**src/rtl/sdac_pkg.sv**
```systemverilog
// Shared types for the serial DAC command interface.
// Assumes a two-bit control field followed by the data field.
package sdac_pkg;

    typedef enum logic [1:0] {
        OP_LOAD_IN  = 2'b00,
        OP_LOAD_ALL = 2'b01,
        OP_TRANSFER = 2'b10,
        OP_SPECIAL  = 2'b11
    } sdac_op_e;

    typedef enum logic [2:0] {
        AUX_NOP,
        AUX_SHDN,
        AUX_PIN_LO,
        AUX_PIN_HI,
        AUX_MODE_ALT,
        AUX_MODE_STD
    } sdac_aux_e;

    // Map the top three data bits of a special word onto an action.
    function automatic sdac_aux_e decode_aux(input logic [2:0] f);
        sdac_aux_e a;
        casez (f)
            3'b00?:  a = AUX_NOP;
            3'b01?:  a = AUX_SHDN;
            3'b100:  a = AUX_PIN_LO;
            3'b101:  a = AUX_PIN_HI;
            3'b110:  a = AUX_MODE_ALT;
            default: a = AUX_MODE_STD;
        endcase
        return a;
    endfunction

endpackage

```
**src/rtl/sdac_sync.sv**
```systemverilog
// Multi-stage flop synchroniser for a vector of independent single-bit signals.
// Assumes each bit is a level that is stable across several clk periods.
module sdac_sync #(
    parameter int               W       = 3,
    parameter int               STAGES  = 2,
    parameter logic [W-1:0]     RST_VAL = '0
) (
    input  logic         clk,
    input  logic         rst_n,
    input  logic [W-1:0] d,
    output logic [W-1:0] q
);
    logic [W-1:0] stage_q [STAGES];

    for (genvar g = 0; g < STAGES; g++) begin : g_stage
        if (g == 0) begin : g_first
            // First capture stage from the asynchronous pins.
            always_ff @(posedge clk) begin
                if (!rst_n) stage_q[g] <= RST_VAL;
                else        stage_q[g] <= d;
            end
        end else begin : g_next
            // Further resolution stages.
            always_ff @(posedge clk) begin
                if (!rst_n) stage_q[g] <= RST_VAL;
                else        stage_q[g] <= stage_q[g-1];
            end
        end
    end

    assign q = stage_q[STAGES-1];
endmodule

```
**src/rtl/sdac_shifter.sv**
```systemverilog
// Serial receive path: detects serial-clock edges in the system clock
// domain, shifts data while select is low, counts rises modulo the burst
// size and flags a complete word when select rises. Also produces the
// daisy-chain output in either timing mode.
// Assumes synchronised inputs and a serial clock at least 4x slower than clk.
module sdac_shifter #(
    parameter int FRAME_W = 16,
    parameter int SUB_W   = 2,
    parameter int BURST_W = 8
) (
    input  logic                     clk,
    input  logic                     rst_n,
    input  logic                     cs_n_s,
    input  logic                     sclk_s,
    input  logic                     sdi_s,
    input  logic                     mode_alt,
    output logic [FRAME_W-1:SUB_W]   cmd_bits,
    output logic                     frame_go,
    output logic                     sdo
);
    localparam int CNT_W = (BURST_W > 1) ? $clog2(BURST_W) : 1;
    localparam logic [CNT_W-1:0] CNT_LAST = CNT_W'(BURST_W - 1);

    logic               sclk_prev_q;
    logic               cs_prev_q;
    logic [FRAME_W-1:0] sr_q;
    logic [CNT_W-1:0]   cnt_q;
    logic               any_q;
    logic               go_q;
    logic               half_q;

    logic sclk_rise, sclk_fall, cs_rise, shift_en;

    assign sclk_rise = sclk_s & ~sclk_prev_q;
    assign sclk_fall = ~sclk_s & sclk_prev_q;
    assign cs_rise   = cs_n_s & ~cs_prev_q;
    assign shift_en  = ~cs_n_s & sclk_rise;

    // Edge-detection history for serial clock and select.
    always_ff @(posedge clk) begin
        if (!rst_n) begin
            sclk_prev_q <= 1'b0;
            cs_prev_q   <= 1'b1;
        end else begin
            sclk_prev_q <= sclk_s;
            cs_prev_q   <= cs_n_s;
        end
    end

    // Shift register: MSB first, one bit per qualified rise.
    always_ff @(posedge clk) begin
        if (!rst_n)        sr_q <= '0;
        else if (shift_en) sr_q <= {sr_q[FRAME_W-2:0], sdi_s};
    end

    // Rise counter modulo the burst size, cleared while deselected.
    always_ff @(posedge clk) begin
        if (!rst_n || cs_n_s) begin
            cnt_q <= '0;
            any_q <= 1'b0;
        end else if (sclk_rise) begin
            cnt_q <= (cnt_q == CNT_LAST) ? '0 : cnt_q + 1'b1;
            any_q <= 1'b1;
        end
    end

    // Word-complete strobe on select rise with a whole number of bursts.
    always_ff @(posedge clk) begin
        if (!rst_n) go_q <= 1'b0;
        else        go_q <= cs_rise & any_q & (cnt_q == '0);
    end

    // Half-period retimed copy of the chain end for the alternate mode.
    always_ff @(posedge clk) begin
        if (!rst_n)                      half_q <= 1'b0;
        else if (~cs_n_s & sclk_fall)    half_q <= sr_q[FRAME_W-1];
    end

    assign cmd_bits = sr_q[FRAME_W-1:SUB_W];
    assign frame_go = go_q;
    assign sdo      = mode_alt ? half_q : sr_q[FRAME_W-1];

    AST_DESELECT_FREEZE: assert property (@(posedge clk) disable iff (!rst_n)
        cs_n_s |=> $stable(sr_q)) else $error("shift while deselected");
    AST_GO_SINGLE: assert property (@(posedge clk) disable iff (!rst_n)
        go_q |=> !go_q) else $error("word strobe longer than one cycle");
    AST_PARTIAL_DROP: assert property (@(posedge clk) disable iff (!rst_n)
        (cs_rise && cnt_q != '0) |=> !go_q) else $error("partial word accepted");
    AST_HALF_ON_FALL: assert property (@(posedge clk) disable iff (!rst_n)
        !(~cs_n_s & sclk_fall) |=> $stable(half_q)) else $error("retimed bit moved off fall");
endmodule

```
**src/rtl/sdac_regs.sv**
```systemverilog
// Command decode and register stages: input stage, output stage, logic
// pin, timing mode and shutdown strobe. Acts only on the one-cycle word
// strobe from the receive path; clear has priority over commands for the pin.
// Assumes cmd_bits is stable while frame_go is high.
module sdac_regs
    import sdac_pkg::*;
#(
    parameter int DATA_W = 12,
    parameter int CTRL_W = 2
) (
    input  logic                     clk,
    input  logic                     rst_n,
    input  logic                     frame_go,
    input  logic [CTRL_W+DATA_W-1:0] cmd_bits,
    input  logic                     clear_in,
    output logic [DATA_W-1:0]        dac_code,
    output logic                     mode_alt,
    output logic                     upo,
    output logic                     shdn_req
);
    localparam int AUX_W = 3;

    logic [DATA_W-1:0] in_q;
    logic [DATA_W-1:0] dac_q;
    logic              upo_q;
    logic              mode_q;
    logic              shdn_q;

    sdac_op_e          op;
    logic [DATA_W-1:0] data;
    sdac_aux_e         aux;
    logic              special;

    assign op      = sdac_op_e'(cmd_bits[CTRL_W+DATA_W-1 -: CTRL_W]);
    assign data    = cmd_bits[DATA_W-1:0];
    assign aux     = decode_aux(data[DATA_W-1 -: AUX_W]);
    assign special = frame_go && (op == OP_SPECIAL);

    // Input stage: written by both load commands.
    always_ff @(posedge clk) begin
        if (!rst_n)
            in_q <= '0;
        else if (frame_go && (op == OP_LOAD_IN || op == OP_LOAD_ALL))
            in_q <= data;
    end

    // Output stage: written directly or copied from the input stage.
    always_ff @(posedge clk) begin
        if (!rst_n)                             dac_q <= '0;
        else if (frame_go && op == OP_LOAD_ALL) dac_q <= data;
        else if (frame_go && op == OP_TRANSFER) dac_q <= in_q;
    end

    // Logic pin: clear wins, otherwise special words set or clear it.
    always_ff @(posedge clk) begin
        if (!rst_n || clear_in)                  upo_q <= 1'b0;
        else if (special && aux == AUX_PIN_LO)   upo_q <= 1'b0;
        else if (special && aux == AUX_PIN_HI)   upo_q <= 1'b1;
    end

    // Serial-output timing mode.
    always_ff @(posedge clk) begin
        if (!rst_n)                              mode_q <= 1'b0;
        else if (special && aux == AUX_MODE_ALT) mode_q <= 1'b1;
        else if (special && aux == AUX_MODE_STD) mode_q <= 1'b0;
    end

    // Shutdown strobe towards the power controller.
    always_ff @(posedge clk) begin
        if (!rst_n) shdn_q <= 1'b0;
        else        shdn_q <= special && (aux == AUX_SHDN);
    end

    assign dac_code = dac_q;
    assign mode_alt = mode_q;
    assign upo      = upo_q;
    assign shdn_req = shdn_q;

    AST_IN_HOLD: assert property (@(posedge clk) disable iff (!rst_n)
        !frame_go |=> $stable(in_q)) else $error("input stage moved without word");
    AST_LOAD_IN_KEEPS_DAC: assert property (@(posedge clk) disable iff (!rst_n)
        (frame_go && op == OP_LOAD_IN) |=> $stable(dac_q)) else $error("load-only touched output");
    AST_DAC_HOLD: assert property (@(posedge clk) disable iff (!rst_n)
        !frame_go |=> $stable(dac_q)) else $error("output stage moved without word");
    AST_SHDN_PULSE: assert property (@(posedge clk) disable iff (!rst_n)
        shdn_q |=> !shdn_q) else $error("shutdown strobe too wide");
    AST_CLEAR_PIN: assert property (@(posedge clk) disable iff (!rst_n)
        clear_in |=> !upo_q) else $error("clear did not drop pin");
    AST_PIN_HOLD: assert property (@(posedge clk) disable iff (!rst_n)
        (!frame_go && !clear_in) |=> $stable(upo_q)) else $error("pin moved spontaneously");
endmodule

```
**src/rtl/sdac_cmd_front.sv**
```systemverilog
// Top of the serial DAC command interface: synchronises the three serial
// pins, assembles words and decodes them into the register stages.
// Assumes clear_in is already in the clk domain.
module sdac_cmd_front #(
    parameter int DATA_W      = 12,
    parameter int SYNC_STAGES = 2,
    parameter int BURST_W     = 8
) (
    input  logic              clk,
    input  logic              rst_n,
    input  logic              cs_n_in,
    input  logic              sclk_in,
    input  logic              sdi_in,
    input  logic              clear_in,
    output logic [DATA_W-1:0] dac_code,
    output logic              upo,
    output logic              sdo,
    output logic              shdn_req
);
    localparam int CTRL_W  = 2;
    localparam int SUB_W   = 2;
    localparam int FRAME_W = CTRL_W + DATA_W + SUB_W;

    logic [2:0]                 pins_s;
    logic                       frame_go;
    logic                       mode_alt;
    logic [FRAME_W-1:SUB_W]     cmd_bits;

    sdac_sync #(
        .W       (3),
        .STAGES  (SYNC_STAGES),
        .RST_VAL (3'b100)
    ) i_sync (
        .clk   (clk),
        .rst_n (rst_n),
        .d     ({cs_n_in, sclk_in, sdi_in}),
        .q     (pins_s)
    );

    sdac_shifter #(
        .FRAME_W (FRAME_W),
        .SUB_W   (SUB_W),
        .BURST_W (BURST_W)
    ) i_shifter (
        .clk      (clk),
        .rst_n    (rst_n),
        .cs_n_s   (pins_s[2]),
        .sclk_s   (pins_s[1]),
        .sdi_s    (pins_s[0]),
        .mode_alt (mode_alt),
        .cmd_bits (cmd_bits),
        .frame_go (frame_go),
        .sdo      (sdo)
    );

    sdac_regs #(
        .DATA_W (DATA_W),
        .CTRL_W (CTRL_W)
    ) i_regs (
        .clk      (clk),
        .rst_n    (rst_n),
        .frame_go (frame_go),
        .cmd_bits (cmd_bits),
        .clear_in (clear_in),
        .dac_code (dac_code),
        .mode_alt (mode_alt),
        .upo      (upo),
        .shdn_req (shdn_req)
    );
endmodule

```
**config.mk**
```make
export PLATFORM = sky130hd
export DESIGN_NAME = sdac_cmd_front
export DESIGN_NICKNAME = d
export VERILOG_FILES = /design/src/rtl/sdac_pkg.sv /design/src/rtl/sdac_sync.sv /design/src/rtl/sdac_shifter.sv /design/src/rtl/sdac_regs.sv /design/src/rtl/sdac_cmd_front.sv
export SDC_FILE = /design/constraint.sdc
export NUM_CORES = 1
export LEC_CHECK = 0
export ABC_AREA = 1
export BUFFER_PORTS_ARGS = -buffer_cell sky130_fd_sc_hd__buf_2
export CORE_ASPECT_RATIO = 2
export CORE_MARGIN = 3
export CORE_UTILIZATION = 58
export CTS_BUF_LIST = sky130_fd_sc_hd__clkbuf_16
export DETAILED_ROUTE_END_ITERATION = 6
export HOLD_SLACK_MARGIN = 0.1
export PLACE_DENSITY = 0.86
export SETUP_SLACK_MARGIN = 0.05
export SYNTH_ARGS = -nofsm -noshare
export SYNTH_HDL_FRONTEND = slang
export SYNTH_SLANG_ARGS = --single-unit
```
**constraint.sdc**
```tcl
create_clock -name clk -period 1.3 [get_ports clk]
set_input_delay 0.065 -clock clk [delete_from_list [all_inputs] [get_ports clk]]
set_output_delay 0.065 -clock clk [all_outputs]
set_load 0.005 [all_outputs]
```
Yosys cells after proc, flatten, opt, wreduce, memory -nomap -nowiden. Memory sizes are Yosys's and may differ from the RTL's. Cells that the tools add are included.

Register bits: 51. Memories kept: 1. Bits of input ports: 6. Memory bits (read-only): 0. Latch bits: 0. Bits in writable memories: 6. Logic and storage cells: 70. Output and inout port bits: 15.

Memory list: i_sync.stage_q (depth 2, bits a word 3, read ports 2, clocked after memory_dff 0, write ports 2, RTL line sdac_sync.sv:13) `logic [W-1:0] stage_q [STAGES];`.

Multiply operators: 0. Reductions and logical operators: 19. Equality and inequality tests: 13. Shifts and indexed selects: 0. Order comparisons: 0. Divide/modulo/power cells: 0. Muxes and demuxes: 11. Add/subtract/negate cells: 1. Bitwise gates (word level): 13.

Operators with widths (count): 12-bit 2-to-1 mux (2); 3-bit == test, second input constant (6); 3-bit one-hot mux with 5 select lines (1); 1-bit logical AND (9); 3-bit 2-to-1 mux (3); 1-bit AND (7); 3-bit by 2-bit == test with 1-bit output, second input constant (2); 1-bit 2-to-1 mux (5); 2-bit by 1-bit == test with 1-bit output, second input constant (2); 2-bit == test, second input constant (2); 2-bit logical NOT (2); 1-bit inverter (4); 2-bit nonzero test (2); 3-bit by 1-bit adder with 3-bit output, second input constant (1); 3-bit by 1-bit == test with 1-bit output, second input constant (1); 3-bit logical NOT (1); 1-bit logical OR (3); 1-bit OR (2); 2-bit OR reduction (1); 1-bit logical NOT (1).

Depth between registers and ports, before layout.
Word-level depth: 6. Mapped depth: 8. Depth with buffers taken out: 6.

By module. A second synthesis with hierarchy kept.

Cell total of the unflattened synthesis: 373. Area total of the unflattened synthesis: 2625.0 um^2.

Modules (own cells, without submodules): sdac_regs (area each 1342.5 um^2, seq. area each 540.5 um^2, cells an instance 194, instances 1); sdac_shifter (area each 1117.3 um^2, seq. area each 480.5 um^2, cells an instance 161, instances 1); sdac_sync (area each 165.2 um^2, seq. area each 120.1 um^2, cells an instance 18, instances 1).

Worst setup path after synthesis. No wires, ideal clock.

Path type: register -> register. Start point: reg i_shifter.sclk_prev_q. End point: reg i_shifter.sr_q[14]. Data required time: 1184 ps. Cell stages (with the launch flop): 8. Arrival time: 972 ps. Buffers on the path: 1. Library setup time: 116 ps. Setup slack: 212 ps. Clock period less this slack: 1088 ps. Cell sequence: dfxtp_1 > inv_1 > nand2_4 > nor2_4 > inv_1 > buf_6 > nor2_1 > nor2_1.

Cells in the longest elaborated chain, start to end: 3.

RTL lines: start: declaration (RTL line sdac_shifter.sv:24) `logic sclk_prev_q;`; start signal: assignment (RTL line sdac_shifter.sv:45) `sclk_prev_q <= sclk_s;`; 1-bit inverter (RTL line sdac_shifter.sv:34) `assign sclk_rise = sclk_s & ~sclk_prev_q;`; 1-bit AND (RTL line sdac_shifter.sv:34); 1-bit AND (RTL line sdac_shifter.sv:37) `assign shift_en = ~cs_n_s & sclk_rise;`; end signal: assignment (RTL line sdac_shifter.sv:53) `else if (shift_en) sr_q <= {sr_q[FRAME_W-2:0], sdi_s};`; end: declaration (RTL line sdac_shifter.sv:26) `logic [FRAME_W-1:0] sr_q;`.

No other way between the ends. A chain may end at the register's enable or synchronous reset.

Worst setup path in the final report.
Start point: reg i_shifter.cnt_q[0]. End point: reg i_shifter.cnt_q[2].

Cells in the longest elaborated chain, start to end: 2. Elaborated cells on any way between the ends: 3. Those cells by class: add/sub (1); eq/ne (1); mux (1).

RTL lines: start: declaration (RTL line sdac_shifter.sv:27) `logic [CNT_W-1:0] cnt_q;`; start signal: assignment (RTL line sdac_shifter.sv:62) `cnt_q <= (cnt_q == CNT_LAST) ? '0 : cnt_q + 1'b1;`; 3-bit by 1-bit adder with 3-bit output / 3-bit == test (equally long branches) (RTL line sdac_shifter.sv:62); 3-bit 2-to-1 mux (*) (RTL line sdac_shifter.sv:62).

Every way passes the cells marked *; elsewhere a longest branch is shown, timed or not.

==> results.cfg <==
[clock_network]
clkSinkCount = 57
insertion_delay_ns = 0.32
clk_path_buf_depth = 2
cts_tree = built
htree_levels = 3
cts.reportedPaths.clkPinSlew_ns = 0.05
cts_root_buffer = clkbuf_16
cts_inserted_buffers = 9

[synth]
ys_types = 25
yosysSeqAreaShare = 0.4808
synth_warnings = 0
synth.avg_cell_area_um2 = 7.236
yosys_register_bits = 57
netlist_area_um2 = 2374
syn-num-nets = 337
synthesis.instances = 328

[timing]
rsz0062_at_grt = false
maxSlewViolCount = 0
worst_slack_ns = 0.06484
finalSetupTns_ns = 0
max_freq_ghz = 0.8096
tightest_slew_ns = 0.3157
max-slew-margin-rel = 0.7892
period_needed_ns = 1.235
hold_viol = 0
setup_viol = 0
fin_crit_sh = 0.9501
finClkSkew_ns = 0.007841

[final_layout]
areaGrowthSynthToFinish_pct = 21.19
n_antenna_cell = 0
final_cells = 414
layout_common_cells = 81 x nor2_1, 58 x nand2_1, 54 x dfxtp_1, 44 x inv_1, 31 x o21ai_0
fin_nets = 367
drive_gt1_frac = 0.1625
seqCellArea_um2 = 1150
multiInputGateArea_um2 = 973.4
fillers = 277
final_common_cell = nor2_1

[power_and_ir_drop]
leakagePower_nw = 1.382
peakVddDrop_mv = 1.128
p_per_area_nw_per_um2 = 1397

[routing]
vias = 2033
wl_mm = 5.040
via_per_inst = 4.911
drtPass1Iterations = 5
drt_iter0_markers = 94
wl_per_cell_um = 12.17
drc = 0
ant_nets = 0

[floorplan]
start_util = 0.6111
core_um2 = 3884
core.rowCount = 32
die-width_um = 51.24
io-pin-count = 21
dieHeight_um = 96.47
dieArea_um2 = 4943

[min_path]
min_path_type = flip-flop to flip-flop

[run_status]
status = finished, final reports clean

[worst_setup_path]
critPathCaptureType = flip-flop
critPathLaunchType = flip-flop
critPathKind = flip-flop to flip-flop
arrival_ns = 1.43
required_ns = 1.49
worstPathMaxFanout = 3

[global_routing]
antenna_found_initial = 0
track_usage = 0.2298
overflow = 0
grt_first_pass_wirelength_mm = 8.362
first_global_vias = 1859
grt_max_degree = 23

[flow_run]
maxCapViolations = 0

[placed_design]
place_congestion = 0.8074
hpwlAfterDp_mm = 3.457
dp_slack_ns = 0.04524
dp_cells = 392
portBuffers = 20
==> cells in the mapped netlist (all sizes together) <==
| cell | n | share of area |
|---|---|---|
| nand4 | 5 | 0.013 |
| or2 | 2 | 0.0053 |
| buf | 13 | 0.040 |
| a21oi | 12 | 0.025 |
| nand2 | 61 | 0.10 |
| nor3 | 1 | 0.0021 |
| nor4 | 1 | 0.0026 |
| clkbuf | 3 | 0.0047 |
| inv | 44 | 0.070 |
| o21ai | 31 | 0.065 |
| nand3b | 1 | 0.0032 |
| nor2 | 83 | 0.14 |
| nand3 | 8 | 0.021 |
| ha | 3 | 0.016 |
| a211oi | 3 | 0.014 |
| dfxtp | 57 | 0.48 |
==> power breakdown <==
group          switching (W)  internal, W  total [W]
sequential         0.0000130      0.00177    0.00178
combinational      0.0000549    0.0000385  0.0000933
clock               0.000706      0.00144    0.00215
total               0.000774      0.00324    0.00402
==> repair_timing <==
| item | CTS | global route |
|---|---|---|
| buffers inserted | 1 | 0 |
| endpoints found under the hold margin | 5 | 0 |
| setup endpoints to repair | 13 | 16 |
| hold buffers | 5 | 0 |
| pin swaps | 0 | 0 |
| gates resized for setup | 3 | 7 |
==> logic make-up after synthesis <==
family | after synthesis | synth area share
AO/OA/AOI/OAI | 46 | 0.1044
AND/OR/NAND/NOR | 162 | 0.2847
flip-flops | 57 | 0.4808
adder cells (fa/ha/maj) | 3 | 0.01582
buffers and inverters | 60 | 0.1144
==> state kept, by name, summed over array words and instances (netlist names) <==
register,count
i_shifter.frame_go,1
i_shifter.any_q,1
i_shifter.cs_prev_q,1
i_shifter.sr_q,16
i_shifter.sclk_prev_q,1
i_regs.dac_code,12
i_regs.in_q,12
i_sync.stage_q,6
i_regs.upo,1
i_regs.mode_alt,1
i_shifter.half_q,1
i_regs.shdn_req,1
i_shifter.cnt_q,3
==> per-stage QoR <==
step	util	total power, W	hold slack (ns)	instance area (um^2)
floorplan	-	0.001865	0.1626	2374
global placement	0.6434	0.001890	0.2473	2499
detailed placement	0.6434	0.001892	0.2522	2499
CTS	0.7352	0.004057	0.4132	2855
global route	0.7407	0.004149	0.4444	2877
finish	0.7407	0.004018	0.4148	2877
==> path summary, 6_finish.rpt <==
path | slack [ns] | depth (start not counted) | to | start
setup / recovery | 0.06 | 4 | i_shifter.cnt_q[2] | i_shifter.cnt_q[0]
setup reg to reg | 0.06 | 4 | i_shifter.cnt_q[2] | i_shifter.cnt_q[0]
hold / removal | 0.41 | 2 | i_sync.stage_q[1][1] | i_sync.stage_q[0][1]
hold reg to reg | 0.41 | 2 | i_sync.stage_q[1][1] | i_sync.stage_q[0][1]
==> area by class of cell <==
cell class                 count  area share
clock buffer                   9     0.07829
clock inverter                 7     0.01914
inverter                      44     0.05872
multi-input combinational    211      0.3384
sequential                    57      0.3997
tap                           51     0.02218
timing repair buffer          35     0.08351
==> critical path: stages (launching register included) <==
cell     delay [ns]
dfxtp_1        0.32
ha_1           0.20
ha_1           0.26
o21ai_0        0.27
nor2_1         0.07
==> routing by layer <==
layer / wire length, um / GRT usage / vias to the layer above
met5: 0 / 0 / -
met4: 143 / 0.1160 / 0
met3: 131 / 0.06144 / 11
met2: 2805 / 0.4116 / 46
met1: 1959 / 0.2417 / 908
li1: - / - / 1068
Note: power is estimated with default switching activity, not from simulation.
